## config.mk

```make
export PLATFORM = sky130hd
export DESIGN_NAME = i2c_bit_timer
export DESIGN_NICKNAME = d
export VERILOG_FILES = /design/src/rtl/bt_pkg.sv /design/src/rtl/bt_rst_sync.sv /design/src/rtl/bt_downcount.sv /design/src/rtl/bt_rx_capture.sv /design/src/rtl/i2c_bit_timer.sv
export SDC_FILE = /design/constraint.sdc
export NUM_CORES = 1
export LEC_CHECK = 0
export BUFFER_PORTS_ARGS = -buffer_cell sky130_fd_sc_hd__buf_2
export CAP_MARGIN = 20
export CORE_AREA = 2 2 120 122
export CTS_BUF_LIST = sky130_fd_sc_hd__clkbuf_16
export CTS_CLUSTER_DIAMETER = 30
export DETAILED_ROUTE_END_ITERATION = 6
export DIE_AREA = 0 0 122 124
export PLACE_DENSITY = 0.4
export SETUP_SLACK_MARGIN = 0.2
export SYNTH_ARGS = -nofsm -noshare
export SYNTH_HDL_FRONTEND = slang
export SYNTH_SLANG_ARGS = --single-unit
export TNS_END_PERCENT = 20
```

## constraint.sdc

```tcl
create_clock -name clk -period 1.8 [get_ports clk]
set_clock_uncertainty 0.2 [all_clocks]
set_input_delay 0.27 -clock clk [delete_from_list [all_inputs] [get_ports clk]]
set_output_delay 0.27 -clock clk [all_outputs]
set_load 0.005 [all_outputs]
```

## src/rtl/bt_pkg.sv

```systemverilog
package bt_pkg;
  localparam int CFG_W    = 32;
  localparam int EN_BIT   = 0;
  localparam int HOLD_LSB = 8;
  localparam int HOLD_W   = 16;

  typedef enum logic [2:0] {
    OP_START   = 3'd0,
    OP_RESTART = 3'd1,
    OP_STOP    = 3'd2,
    OP_SEND    = 3'd3,
    OP_RECV    = 3'd4
  } bt_op_e;

  typedef enum logic [2:0] {
    S_IDLE, S_LOW, S_HIGH, S_SSETUP, S_SHOLD, S_PSETUP, S_PFREE
  } bt_state_e;
endpackage

```

## src/rtl/bt_rst_sync.sv

```systemverilog
module bt_rst_sync (
  input  logic clk,
  input  logic rst_n,
  output logic rst_sync_n
);
  logic meta_q;
  always_ff @(posedge clk or negedge rst_n) begin
    if (!rst_n) begin
      meta_q     <= 1'b0;
      rst_sync_n <= 1'b0;
    end else begin
      meta_q     <= 1'b1;
      rst_sync_n <= meta_q;
    end
  end
endmodule

```

## src/rtl/bt_downcount.sv

```systemverilog
module bt_downcount #(
  parameter int W = 16
) (
  input  logic         clk,
  input  logic         rst_n,
  input  logic         load,
  input  logic         dec,
  input  logic [W-1:0] load_val,
  output logic [W-1:0] value,
  output logic         zero
);
  logic [W-1:0] cnt_q, cnt_d;

  always_comb begin
    cnt_d = cnt_q;
    if (load)                   cnt_d = load_val;
    else if (dec && cnt_q != '0) cnt_d = cnt_q - W'(1);
  end

  always_ff @(posedge clk or negedge rst_n) begin
    if (!rst_n)           cnt_q <= '0;
    else if (load || dec) cnt_q <= cnt_d;
  end

  assign value = cnt_q;
  assign zero  = (cnt_q == '0);

  // a count that has reached zero must not wrap when decremented further
  p_no_wrap_r4: assert property (@(posedge clk) disable iff (!rst_n)
    (dec && !load && zero) |=> zero);
endmodule

```

## src/rtl/bt_rx_capture.sv

```systemverilog
module bt_rx_capture (
  input  logic clk,
  input  logic rst_n,
  input  logic strobe,
  input  logic din,
  output logic q
);
  always_ff @(posedge clk or negedge rst_n) begin
    if (!rst_n)      q <= 1'b0;
    else if (strobe) q <= din;
  end
endmodule

```

## src/rtl/i2c_bit_timer.sv

```systemverilog
module i2c_bit_timer
  import bt_pkg::*;
#(
  parameter int CNT_W = 16
) (
  input  logic             clk,
  input  logic             rst_n,
  input  logic [CFG_W-1:0] cfg_word,
  input  logic [CNT_W-1:0] scl_high_cnt,
  input  logic [CNT_W-1:0] scl_low_cnt,
  input  logic             req_valid,
  input  logic [2:0]       req_op,
  input  logic             req_bit,
  input  logic             sda_in,
  output logic             busy,
  output logic             done,
  output logic             rx_bit,
  output logic             scl_drive_low,
  output logic             sda_drive_low
);
  localparam int LOW_W = (CNT_W > HOLD_W) ? CNT_W : HOLD_W;

  logic              rst_i_n;
  logic              en;
  logic [HOLD_W-1:0] hold_cnt;
  logic              cfg_unused;

  bt_state_e st_q, st_d;
  bt_op_e    op_q, op_d;
  logic      tgt_q, tgt_d;
  logic      scl_q, scl_d, sda_q, sda_d, done_q, done_d;
  logic      accept;

  logic              ph_load, ph_dec, ph_zero;
  logic [LOW_W-1:0]  ph_val, ph_load_val;
  logic              hd_load, hd_dec, hd_zero;
  logic [HOLD_W-1:0] hd_val_unused;
  logic              smp;
  logic [CNT_W-1:0]  mid_point;

  assign en         = cfg_word[EN_BIT];
  assign hold_cnt   = cfg_word[HOLD_LSB +: HOLD_W];
  assign cfg_unused = ^{cfg_word[CFG_W-1:HOLD_LSB+HOLD_W], cfg_word[HOLD_LSB-1:EN_BIT+1]};
  assign mid_point  = scl_high_cnt >> 1;
  assign accept     = en && (st_q == S_IDLE) && req_valid;

  bt_rst_sync u_rst (.clk(clk), .rst_n(rst_n), .rst_sync_n(rst_i_n));

  bt_downcount #(.W(LOW_W)) u_phase (
    .clk(clk), .rst_n(rst_i_n), .load(ph_load), .dec(ph_dec),
    .load_val(ph_load_val), .value(ph_val), .zero(ph_zero));

  bt_downcount #(.W(HOLD_W)) u_hold (
    .clk(clk), .rst_n(rst_i_n), .load(hd_load), .dec(hd_dec),
    .load_val(hold_cnt), .value(hd_val_unused), .zero(hd_zero));

  bt_rx_capture u_rx (
    .clk(clk), .rst_n(rst_i_n), .strobe(smp), .din(sda_in), .q(rx_bit));

  // next-state logic
  always_comb begin
    st_d        = st_q;
    op_d        = op_q;
    tgt_d       = tgt_q;
    scl_d       = scl_q;
    sda_d       = sda_q;
    done_d      = 1'b0;
    ph_load     = 1'b0;
    ph_dec      = 1'b0;
    ph_load_val = LOW_W'(scl_high_cnt);
    hd_load     = 1'b0;
    hd_dec      = 1'b0;
    smp         = 1'b0;
    if (!en) begin
      st_d  = S_IDLE;
      scl_d = 1'b0;
      sda_d = 1'b0;
    end else begin
      unique case (st_q)
        S_IDLE: if (req_valid) begin
          op_d = bt_op_e'(req_op);
          case (bt_op_e'(req_op))
            OP_START: begin
              st_d    = S_SSETUP;
              scl_d   = 1'b0;
              sda_d   = 1'b0;
              ph_load = 1'b1;
            end
            OP_RESTART, OP_STOP, OP_SEND, OP_RECV: begin
              st_d        = S_LOW;
              scl_d       = 1'b1;
              ph_load     = 1'b1;
              ph_load_val = LOW_W'(scl_low_cnt);
              hd_load     = 1'b1;
              tgt_d       = (bt_op_e'(req_op) == OP_STOP) ||
                            ((bt_op_e'(req_op) == OP_SEND) && !req_bit);
            end
            default: st_d = S_IDLE;
          endcase
        end
        S_LOW: begin
          ph_dec = 1'b1;
          hd_dec = 1'b1;
          if (hd_zero) sda_d = tgt_q;
          if (hd_zero && ph_zero) begin
            scl_d   = 1'b0;
            ph_load = 1'b1;
            st_d    = (op_q == OP_RESTART) ? S_SSETUP :
                      (op_q == OP_STOP)    ? S_PSETUP : S_HIGH;
          end
        end
        S_HIGH: begin
          ph_dec = 1'b1;
          smp    = (op_q == OP_RECV) && (ph_val == LOW_W'(mid_point));
          if (ph_zero) begin
            scl_d  = 1'b1;
            done_d = 1'b1;
            st_d   = S_IDLE;
          end
        end
        S_SSETUP, S_PSETUP: begin
          ph_dec = 1'b1;
          if (ph_zero) begin
            sda_d   = (st_q == S_SSETUP);
            ph_load = 1'b1;
            st_d    = (st_q == S_SSETUP) ? S_SHOLD : S_PFREE;
          end
        end
        S_SHOLD, S_PFREE: begin
          ph_dec = 1'b1;
          if (ph_zero) begin
            if (st_q == S_SHOLD) scl_d = 1'b1;
            done_d = 1'b1;
            st_d   = S_IDLE;
          end
        end
        default: st_d = S_IDLE;
      endcase
    end
  end

  // registers
  always_ff @(posedge clk or negedge rst_i_n) begin
    if (!rst_i_n) begin
      st_q   <= S_IDLE;
      scl_q  <= 1'b0;
      sda_q  <= 1'b0;
      done_q <= 1'b0;
    end else begin
      st_q   <= st_d;
      scl_q  <= scl_d;
      sda_q  <= sda_d;
      done_q <= done_d;
    end
  end

  always_ff @(posedge clk or negedge rst_i_n) begin
    if (!rst_i_n) begin
      op_q  <= OP_START;
      tgt_q <= 1'b0;
    end else if (accept) begin
      op_q  <= op_d;
      tgt_q <= tgt_d;
    end
  end

  assign busy          = (st_q != S_IDLE);
  assign done          = done_q;
  assign scl_drive_low = scl_q;
  assign sda_drive_low = sda_q;

  p_off_release_r2: assert property (@(posedge clk) disable iff (!rst_i_n)
    !en |=> (!scl_q && !sda_q && !busy));

  p_hold_wait_r5: assert property (@(posedge clk) disable iff (!rst_i_n)
    (en && st_q == S_LOW && !hd_zero) |=> $stable(sda_q));

  p_bit_sda_stable_r6: assert property (@(posedge clk) disable iff (!rst_i_n)
    (en && st_q == S_HIGH) |=> $stable(sda_q));

  p_done_after_busy_r3: assert property (@(posedge clk) disable iff (!rst_i_n)
    $rose(done_q) |-> $past(st_q != S_IDLE));

  p_done_pulse_r3: assert property (@(posedge clk) disable iff (!rst_i_n)
    done_q |=> !done_q);
endmodule

```

==> flow_summary.json <==
{
  "multi_input_area_um2": 2450,
  "std_cell_rows": 43,
  "hold_ws_ns": 0.0165,
  "fin_nets": 625,
  "leakage_nw": 2.56,
  "nFillCells": 1389,
  "area_growth_pct": 65.1,
  "initial_core_util_pct": 24.5,
  "grt_max_degree": 44,
  "holdPathStages": 3,
  "wl_met3_um": 364,
  "design_area_um2": 5560,
  "crit_type": "reg -> reg",
  "route.met2.wl_um": 5210,
  "p_total_mw": 7.67,
  "syn_area_um2": 3370,
  "ys_seq_area_share_pct": 33.5,
  "antenna_found_initial": 0,
  "r2r_cells": 6,
  "maxCapViolations": 0,
  "final_common_cell": "buf_4",
  "synthArstFlopShare_pct": 100,
  "final.setup.worst_slack_ns": -0.303,
  "synth_edf_count": 0,
  "dieArea_um2": 15100,
  "n_antenna_cell": 0,
  "ys.flop_type": "dfrtp_1",
  "rsz0062_at_grt": "yes",
  "power.density_nw_per_um2": 1380,
  "wl_met1_um": 5040,
  "die_h_um": 124,
  "status": "complete, but fails checks",
  "antenna_left": 0,
  "hold_violations": 0,
  "design.core.area_um2": 13700,
  "post_drt_wl_per_cell_um": 15.0,
  "worst_pin_slew_ns": 0.553,
  "dieWidth_um": 122,
  "grt_pass1_wl_um": 17700,
  "syn_area_per_cell_um2": 9.56,
  "hpwl_um": 8170,
  "io_buffers": 61,
  "worstPathArrival_ns": 2.09,
  "grt_pass1_vias": 3534,
  "grt-ovfl-total": 0,
  "cts-buffers-inserted": 5,
  "yosysUniqueCellTypes": 67,
  "netlist_instances": 352,
  "drc": 0,
  "cts_tree": "yes",
  "syn_nets": 429,
  "clk_pin_slew_worst_paths_ns": 0.06,
  "r2r-end": "scl_drive_low$_DFFE_PN0P_",
  "period_share_pct": 117,
  "end_kind": "flop",
  "maxSlewViolCount": 0,
  "start_kind": "flop",
  "synth.ff_latch_count": 45,
  "cts_max_level": 2,
  "grt_usage_pct": 15.2,
  "ys_warn_count": 0,
  "vias_per_cell": 4.59,
  "wl_um": 10900,
  "root_buffer": "clkbuf_16",
  "clkSinkCount": 45,
  "final_cell_mix": "buf_4 (118), buf_2 (61), dfrtp_1 (40)",
  "crit_start": "st_q[2]$_DFFE_PN0P_",
  "finalSetupViolations": 40,
  "clk_latency_ns": 0.31,
  "period_needed_ns": 2.10,
  "clockBufferDepth": 2,
  "seq_area_um2": 1130,
  "slew_headroom_pct": 62.7,
  "io_pins": 77,
  "highest_layer": "met4",
  "cp_max_fo": 8,
  "drtIter0Drc": 134,
  "endpoint": "scl_drive_low$_DFFE_PN0P_",
  "ff2ff_setup_slack_ns": -0.30,
  "fmax_mhz": 475,
  "crit-reg2reg-launch": "st_q[2]$_DFFE_PN0P_",
  "dpl-instance-area_um2": 4830,
  "vdd_ir_drop_max_v": 0.000434,
  "vias": 3349,
  "cp.required_ns": 1.78,
  "gp_congestion": 0.816,
  "violations": "setup timing",
  "hold_path.class": "in -> reg",
  "first_pass_iters": 4,
  "drive_gt1_share_pct": 50.5
}
==> stage by stage <==
step	instances	setup TNS [ns]	worst slack, ns	utilization (%)
global route	729	-12.50	-0.401	40.5
floorplan	352	-5.07	-0.192	-
CTS	724	-7.98	-0.341	39.4
detailed placement	696	-12.47	-0.440	35.2
global placement	696	-12.67	-0.418	35.2
finish	729	-8.53	-0.303	40.5
==> cells by family (layout without fill, tap and decap cells) <==
family                   Yosys count  after routing  synth area share (%)
AO/OA/AOI/OAI                     57             57                  13.0
XOR/XNOR                          34             34                  8.85
adder cells (fa/ha/maj)            5              5                  1.86
buffers and inverters             26            223                  4.13
flip-flops                        45             45                  33.5
multiplexers                      40             40                  12.2
other                              1              1                 0.111
AND/OR/NAND/NOR                  144            144                  26.4
==> worst min path at each step <==
stage	startpoint	to
floorplan	rst_n	u_rst.meta_q$_DFF_PN0_
global placement	rst_n	u_rst.meta_q$_DFF_PN0_
detailed placement	rst_n	u_rst.meta_q$_DFF_PN0_
CTS	cfg_word[17]	u_hold.value[9]$_DFFE_PN0P_
global route	cfg_word[12]	u_hold.value[4]$_DFFE_PN0P_
finish	cfg_word[8]	u_hold.value[0]$_DFFE_PN0P_
==> final cells by class <==
cell class	instances	share of cell area [%]
sequential	45	20.4
timing repair buffer	205	27.8
multi-input combinational	281	44.1
tap	180	4.05
clock inverter	3	0.698
clock buffer	5	2.25
inverter	10	0.721
==> timing repair <==
item / CTS / global route
pin swaps: 24 / 18
hold endpoints to repair: 8 / 0
buffers inserted: 13 / 5
setup endpoints to repair: 44 / 44
resized for setup: 46 / 23
hold buffers: 7 / 0
==> metal layers <==
metal | vias up | track usage [%]
li1 | 1703 | -
met1 | 1555 | 19.3
met2 | 74 | 25.3
met3 | 17 | 2.66
met4 | 0 | 6.90
met5 | - | 0
==> report_power, final <==
part,internal (mW),switching [mW]
sequential,1.46,0.463
combinational,2.58,2.10
clock,0.649,0.428
==> worst max-delay path, cell delays in order, from the launching register on <==
cell,delay [ns]
dfrtp_2,0.49
buf_4,0.18
nand2b_1,0.15
o311a_1,0.32
a221o_1,0.35
a21oi_2,0.10
and4b_1,0.19
==> synth_stat cells (3+ instances only) <==
| library cell | instances | area (um2) |
|---|---|---|
| o211ai_1 | 3 | 22.5 |
| xnor2_1 | 13 | 114 |
| nor3b_1 | 3 | 22.5 |
| o31ai_1 | 3 | 22.5 |
| buf_2 | 9 | 45.0 |
| nand2b_1 | 4 | 25.0 |
| nand2_1 | 25 | 93.8 |
| xor2_1 | 21 | 184 |
| nand4_1 | 8 | 50.1 |
| or3_1 | 6 | 37.5 |
| o21ai_0 | 4 | 20.0 |
| and3_1 | 3 | 18.8 |
| nor3_1 | 9 | 45.0 |
| buf_6 | 3 | 33.8 |
| nor4_1 | 12 | 75.1 |
| or4_1 | 3 | 22.5 |
| inv_1 | 10 | 37.5 |
| nand3b_1 | 4 | 30.0 |
| o21ai_1 | 10 | 50.1 |
| ha_1 | 5 | 62.6 |
| a21oi_1 | 6 | 30.0 |
| nor2_1 | 21 | 78.8 |
| mux2_2 | 4 | 45.0 |
| mux2i_1 | 32 | 320 |
| nor4_4 | 3 | 63.8 |
| a31oi_1 | 4 | 25.0 |
| nand3_1 | 20 | 100 |
| a22oi_1 | 5 | 37.5 |
| nand4_2 | 3 | 37.5 |
| dfrtp_1 | 45 | 1130 |
| mux2_1 | 4 | 45.0 |
==> sequential cells by signal, indices dropped and copies added, names as in the netlist <==
register          flops
u_rx.q                1
u_hold.value         16
scl_drive_low         1
tgt_q                 1
op_q                  3
u_rst.rst_sync_n      1
st_q                  3
u_rst.meta_q          1
u_phase.value        16
sda_drive_low         1
done                  1
No activity file was read; power rests on OpenSTA's default activity.
